--- src/rtl/fetch_thread_pick.sv ---
module fetch_thread_pick #(
  parameter int NTHR    = 8,
  parameter int CW      = 6,
  parameter int FETCH_W = 8,
  parameter int QDEPTH  = 32
) (
  input  logic                     clk,
  input  logic                     rst_n,
  input  logic [NTHR-1:0]          thr_active,
  input  logic [NTHR-1:0]          thr_stall,
  input  logic [NTHR*CW-1:0]       front_cnt,
  input  logic [$clog2(QDEPTH+1)-1:0] iq_level,
  input  logic                     nonspec_mode,
  input  logic [NTHR-1:0]          br_fetched,
  input  logic [NTHR-1:0]          br_resolved,
  output logic                     sel0_vld,
  output logic [$clog2(NTHR)-1:0]  sel0_tid,
  output logic [$clog2(FETCH_W+1)-1:0] sel0_cnt,
  output logic                     sel1_vld,
  output logic [$clog2(NTHR)-1:0]  sel1_tid,
  output logic [$clog2(FETCH_W+1)-1:0] sel1_cnt
);
  localparam int TW = $clog2(NTHR);
  localparam int FW = $clog2(FETCH_W+1);
  localparam int LW = $clog2(QDEPTH+1);
  localparam logic [LW-1:0] QCAP = LW'(QDEPTH);
  localparam logic [FW-1:0] FULL = FW'(FETCH_W);
  localparam logic [FW-1:0] HALF = FW'(FETCH_W/2);
  localparam logic [TW-1:0] LAST = TW'(NTHR-1);

  logic [TW-1:0]   ptr_q;
  logic [NTHR-1:0] parked_q;
  logic [NTHR-1:0] elig;
  logic            room;
  logic            f0, f1;
  logic [TW-1:0]   b0, b1;

  assign room = iq_level < QCAP;
  assign elig = thr_active & ~thr_stall & ~parked_q & {NTHR{room}};

  always_comb begin
    logic [CW-1:0] c, c0, c1;
    logic [TW-1:0] d, d0, d1;
    f0 = 1'b0; b0 = '0; c0 = '0; d0 = '0;
    f1 = 1'b0; b1 = '0; c1 = '0; d1 = '0;
    for (int t = 0; t < NTHR; t++) begin
      c = front_cnt[t*CW +: CW];
      d = TW'((t + NTHR - int'(ptr_q)) % NTHR);
      if (elig[t] && (!f0 || c < c0 || (c == c0 && d < d0))) begin
        f0 = 1'b1; b0 = TW'(t); c0 = c; d0 = d;
      end
    end
    for (int t = 0; t < NTHR; t++) begin
      c = front_cnt[t*CW +: CW];
      d = TW'((t + NTHR - int'(ptr_q)) % NTHR);
      if (elig[t] && f0 && TW'(t) != b0 && (!f1 || c < c1 || (c == c1 && d < d1))) begin
        f1 = 1'b1; b1 = TW'(t); c1 = c; d1 = d;
      end
    end
  end

  assign sel0_vld = f0;
  assign sel0_tid = f0 ? b0 : '0;
  assign sel0_cnt = f0 ? (f1 ? HALF : FULL) : '0;
  assign sel1_vld = f1;
  assign sel1_tid = f1 ? b1 : '0;
  assign sel1_cnt = f1 ? HALF : '0;

  always_ff @(posedge clk) begin
    if (!rst_n) ptr_q <= '0;
    else if (f0) ptr_q <= (b0 == LAST) ? '0 : b0 + 1'b1;
  end

  always_ff @(posedge clk) begin
    if (!rst_n) parked_q <= '0;
    else parked_q <= (parked_q & ~br_resolved) | (br_fetched & {NTHR{nonspec_mode}});
  end

  a_r1_two_distinct: assert property (@(posedge clk) disable iff (!rst_n)
    sel1_vld |-> sel0_vld && sel0_tid != sel1_tid);

  a_r2_eligible_only: assert property (@(posedge clk) disable iff (!rst_n)
    sel0_vld |-> thr_active[sel0_tid] && !thr_stall[sel0_tid]);

  a_r3_lowest_first: assert property (@(posedge clk) disable iff (!rst_n)
    sel1_vld |-> front_cnt[int'(sel0_tid)*CW +: CW] <= front_cnt[int'(sel1_tid)*CW +: CW]);

  a_r5_bandwidth: assert property (@(posedge clk) disable iff (!rst_n)
    sel0_vld |-> int'(sel0_cnt) + int'(sel1_cnt) == FETCH_W);

  a_r6_none_idle: assert property (@(posedge clk) disable iff (!rst_n)
    !(|(thr_active & ~thr_stall)) |-> !sel0_vld && !sel1_vld);

  a_r7_queue_cap: assert property (@(posedge clk) disable iff (!rst_n)
    (iq_level >= QCAP) |-> !sel0_vld);

  a_r7_ptr_hold: assert property (@(posedge clk) disable iff (!rst_n)
    !sel0_vld |=> $stable(ptr_q));

  for (genvar g = 0; g < NTHR; g++) begin : g_park
    a_r8_parked: assert property (@(posedge clk) disable iff (!rst_n)
      nonspec_mode && br_fetched[g] |=>
        !(sel0_vld && sel0_tid == TW'(g)) && !(sel1_vld && sel1_tid == TW'(g)));
  end
endmodule

--- config.mk ---
export PLATFORM = sky130hd
export DESIGN_NAME = fetch_thread_pick
export DESIGN_NICKNAME = d
export VERILOG_FILES = /design/src/rtl/fetch_thread_pick.sv
export SDC_FILE = /design/constraint.sdc
export NUM_CORES = 1
export LEC_CHECK = 0
export CAP_MARGIN = 20
export CELL_PAD_IN_SITES_DETAIL_PLACEMENT = 2
export CELL_PAD_IN_SITES_GLOBAL_PLACEMENT = 2
export CORE_ASPECT_RATIO = 1.75
export CORE_MARGIN = 2
export CORE_UTILIZATION = 32
export CTS_CLUSTER_SIZE = 20
export DETAILED_ROUTE_END_ITERATION = 7
export PLACE_DENSITY = 0.86
export SETUP_SLACK_MARGIN = 0.05
export SLEW_MARGIN = 20
export SYNTH_ARGS = -nofsm -noshare
export SYNTH_HDL_FRONTEND = slang
export SYNTH_SLANG_ARGS = --single-unit
--- constraint.sdc ---
create_clock -name clk -period 48.3 [get_ports clk]
set_clock_uncertainty 0.2 [all_clocks]
set_input_delay 9.66 -clock clk [delete_from_list [all_inputs] [get_ports clk]]
set_output_delay 9.66 -clock clk [all_outputs]
set_load 0.01 [all_outputs]
==> run_results.csv, run 1 <==
group,metric,value,unit
run_status,status,"stopped before the end",
run_status,stop_stage,"global routing (5_1_grt)",
run_status,stop_error,"[ERROR GRT-0232] Routing congestion too high. Check the congestion heatmap in the GUI.",
synth,synth.distinct_cells,90,
die,rows,64,
synth,seq_area_frac_synth,3.86,%
synth,yosysWarningCount,0,
synth,synth_area_leaders,"ha_1 (26%), mux2_2 (7.1%), inv_1 (5.3%)",
grt,overflow,1,
timing,endpoint_type,"primary output",
timing,grt-worst-endpoint,"sel1_tid[1]",
synth,synth_edf_count,0,
cts,clock_sinks,11,
cts,cts-root-buf,"clkbuf_16",
cts,cts_hold_buf,0,
place,gp_congestion,0.896,
synth,ys_seq_elements,11,
cts,cts_buffer_depth,2,
place,place_ws,-1920,ps
synth,synth_top_area_share,25.9,%
synth,async_reset_ff_share,0,%
cts,htree_levels,1,
synth,postSynthAreaPerCell,7.76,um^2
synth,synth.cell_area,0.00571,mm^2
cts,cts-buffers-inserted,3,
place,io_buffers,94,
synth,synth_flop_cell,"dfxtp_1",
synth,synth_cells,735,
synth,synth_top_area_cell,"ha_1",
die,die_w,105,um
place,dp.final_hpwl,26100,um
die,die_h,181,um
grt,grt_max_degree,17,
grt,track_usage,52.2,%
die,initial_core_util,32.7,%
die,io-pin-count,105,
==> stage by stage <==
step           std cells  TNS [ps]  cell area [um^2]  utilization, %  hold slack (ps)
2_1_floorplan        739         0              5720               -              251
3_5_place_dp        1161     -5530              7750            44.4              294
3_3_place_gp        1161         0              7750            44.4              268
4_1_cts             1170         0              8070            46.2              301
==> cell usage after synthesis (all sizes together) (8+ instances only) <==
library cell and n:
nand2 69, nand4 14, ha 118, or4b 8, and2 12, buf 18, mux2 44, a21oi 47
a21o 11, nor3 8, mux2i 27, inv 80, clkbuf 11, a21boi 15, and3 12, o21ai 37
nor2 30, nor2b 12, nand2b 16, dfxtp 11, nand3 12, o21a 8, a211oi 16, a2111oi 9
==> logic make-up after synthesis <==
logic type,after synthesis,share of synthesized area (%)
buffers and inverters,110,8.07
AND/OR/NAND/NOR,228,23.1
XOR/XNOR,3,0.461
AO/OA/AOI/OAI,193,24.9
other,1,0.0657
multiplexers,71,13.6
adder cells (fa/ha/maj),118,25.9
flip-flops,11,3.86
==> per-layer routing <==
layer | overflow | GRT usage (%)
met5 | 0 | 0
met4 | 1 | 56.6
met3 | 0 | 20.0
met2 | 0 | 83.6
met1 | 0 | 47.7
==> what timing repair did <==
item | 4_1_cts
cloned | 1
pin swaps | 12
buffers inserted | 4
setup endpoints to repair | 3
resized for setup | 50
hold endpoints to repair | 0
==> inputs of run 2 (changes only) <==
==> config.mk (replaced) <==
export PLATFORM = sky130hd
export DESIGN_NAME = fetch_thread_pick
export DESIGN_NICKNAME = d
export VERILOG_FILES = /design/src/rtl/fetch_thread_pick.sv
export SDC_FILE = /design/constraint.sdc
export NUM_CORES = 1
export LEC_CHECK = 0
export CAP_MARGIN = 20
export CORE_MARGIN = 2
export CORE_UTILIZATION = 35
export DETAILED_ROUTE_END_ITERATION = 7
export PLACE_DENSITY_LB_ADDON = 0.15
export SLEW_MARGIN = 20
export SYNTH_ARGS = -nofsm -noshare
export SYNTH_HDL_FRONTEND = slang
export SYNTH_SLANG_ARGS = --single-unit
==> run_results.csv, run 2 <==
group,metric,value,unit
die,die_h,132,um
run_status,status,"completed",
synth,synth_cells,735,
detailed_routing,drc_errors,0,
worst_setup_path,critPathRequiredTime,38440,ps
flow_run,max-cap-violations,0,
synth,synth_edf_count,0,
cts,cts_buffer_depth,2,
synth,ys_seq_elements,11,
timing,finalHoldViolations,0,
power_and_ir_drop,clockPowerShare,10.2,%
grt,antenna_found_initial,1,
synth,async_reset_ff_share,0,%
cts,htree_levels,1,
cts,clock_latency,240,ps
finish,num_antenna_cells,0,
die,die_w,132,um
detailed_routing,routed_wl,20100,um
finish,fillers,1577,
finish,final_net_count,1126,
synth,synth_common_cells,"ha_1 (118), inv_1 (80), nand2_1 (69)",
cts,cts-buffers-inserted,3,
synth,synth_top_area_share,25.9,%
timing,maxSlewViolCount,0,
worst_setup_path,worstPathMaxFanout,14,
worst_setup_path,path_buf_inv,23,
power_and_ir_drop,power_leakage,3.46,nW
synth,synth_top_area_cell,"ha_1",
synth,synthAdderAreaFrac,25.9,%
die,rows,46,
synth,postSynthAreaPerCell,7.76,um^2
synth,synth_area_leaders,"ha_1 (26%), mux2_2 (7.1%), inv_1 (5.3%)",
worst_setup_path,crit_type,"input port to output pin",
finish,layout_common_cells,"ha_1 (118), buf_4 (106), clkdlybuf4s50_1 (94)",
worst_setup_path,crit_path_end_kind,"output pin",
power_and_ir_drop,internal_power,0.0785,mW
detailed_routing,drt_iter0_markers,270,
synth,synth_top_family_by_area,"adder cells",
synth,synth_compound_area_share,24.9,%
power_and_ir_drop,power_density,18.7,mW/mm^2
place,dp_cells,1126,
grt,grt_pass1_wl,31900,um
place,dp.final_hpwl,17300,um
finish,largestRegisters,"parked_q: 8 flops, ptr_q: 3 flops",
grt,overflow,0,
finish,area_growth,37.9,%
finish,largest_reg_flops,8,
synth,yosysWarningCount,0,
detailed_routing,drt.antenna.violating_nets,0,
timing,timing.final.crit_period,46580,ps
place,gp_congestion,0.919,
finish,layoutNonFillerInstCount,1134,
worst_setup_path,cp_top_family,"compound AO/OA/AOI/OAI gates",
cts,clock_sinks,11,
power_and_ir_drop,seq_power_share,7.2,%
timing,post-route-period-util,96.4,%
place,io_buffers,94,
synth,synth.distinct_cells,90,
worst_setup_path,start_kind,"input port",
finish,final_common_cell,"ha_1",
timing,worstMarginPinSlew,1080,ps
synth,yosys.area_share.simple,23.1,%
die,core-area,0.0159,mm^2
synth,synth_flop_cell,"dfxtp_1",
finish,multi_input_area,0.00520,mm^2
worst_setup_path,cp_slowest_stage_delay,560,ps
die,die_area,0.0173,mm^2
cts,cts_tree,"built",
min_path,hp-class,"flip-flop to flip-flop",
power_and_ir_drop,ir_drop,0.0000120,V
worst_setup_path,rrSetupSlack,33580,ps
grt,grt_max_degree,17,
worst_setup_path,critPathSlowestCell,"clkdlybuf4s50_1",
cts,cts-root-buf,"clkbuf_16",
detailed_routing,post_drt_wl_per_cell,17.7,um
detailed_routing,vias_per_cell,5.50,
synth,synth.cell_area,0.00571,mm^2
finish,drive_above_1_share,23.3,%
power_and_ir_drop,combPwrFrac,82.6,%
synth,synth_xor_area_share,0.461,%
synth,synth.most_common_cell,"ha_1",
timing,max-slew-margin-rel,27.1,%
synth,muxShareOfSynthArea,13.6,%
die,io-pin-count,105,
grt,track_usage,22.3,%
detailed_routing,via_count,6232,
timing,max_freq,21.5,MHz
cts,cts.reportedPaths.clkPinSlew,40,ps
timing,hold_slack,281,ps
power_and_ir_drop,power.switching,0.0685,mW
worst_setup_path,worst_ep_arrival_time,36720,ps
grt,grt_pass1_vias,6354,
finish,largest-register,"parked_q",
detailed_routing,first_pass_iters,5,
finish,seq_area,220,um^2
synth,seq_area_frac_synth,3.86,%
die,initial_core_util,35.9,%
timing,setup_viol,0,
power_and_ir_drop,swShare,46.6,%
worst_setup_path,crit_top_cell,"ha_1",
finish,utilization,49.5,%
cts,cts_hold_buf,0,
-- run 2: what timing repair did --
item                       CTS  global route
setup buffers                0             4
gates resized for setup      0            48
setup endpoints to repair    0             3
-- run 2: worst min-delay path, stage by stage (launching register included) --
cell	delay, ps
dfxtp_1	300
nand2b_1	60
a21boi_0	70
-- run 2: final cells by class --
class | count | area share [%]
Timing Repair Buffer | 204 | 22.8
Sequential cell | 11 | 2.80
Clock buffer | 4 | 1.00
Inverter | 81 | 3.86
Multi-Input combinational cell | 618 | 66.1
Tap cell | 216 | 3.43
-- run 2: final timing paths --
kind | from | to | cells past startpoint
max | iq_level[5] | sel1_tid[1] | 135
min | parked_q[7] | parked_q[7] | 2
max reg2reg | ptr_q[0] | ptr_q[0] | 67
min reg2reg | parked_q[7] | parked_q[7] | 2
-- run 2: per-stage QoR --
stage / setup slack (ps) / power, mW / instance area (um^2) / setup TNS, ps
after detailed placement: 703 / 0.126 / 7580 / 0
final: 1720 / 0.147 / 7870 / 0
after global routing: -44.6 / 0.160 / 7870 / -44.6
after CTS: 509 / 0.142 / 7660 / 0
after floorplan: 3250 / 0.0784 / 5720 / 0
after global placement: 1040 / 0.123 / 7580 / 0
-- run 2: routing by layer --
layer | GRT usage (%) | share of wire, %
met1 | 28.4 | 45
met2 | 40.5 | 49
met3 | 1.62 | 3.7
met4 | 5.68 | 2.5
met5 | 0 | 0
-- run 2: kinds of logic after synthesis --
group / count (synthesis)
AO/OA/AOI/OAI: 193
XOR/XNOR: 3
adder cells (fa/ha/maj): 118
buffers and inverters: 110
flip-flops: 11
multiplexers: 71
other: 1
AND/OR/NAND/NOR: 228
-- run 2: power groups by stage --
stage / logic [mW] / clock network [mW] / registers [mW]
3_5_place_dp: 0.115 / 0 / 0.0108
4_1_cts: 0.116 / 0.0153 / 0.0106
3_3_place_gp: 0.113 / 0 / 0.0108
6_report: 0.121 / 0.0150 / 0.0107
2_1_floorplan: 0.0676 / 0 / 0.0108
5_1_grt: 0.134 / 0.0157 / 0.0107
Note: power is estimated with default switching activity, not from simulation.
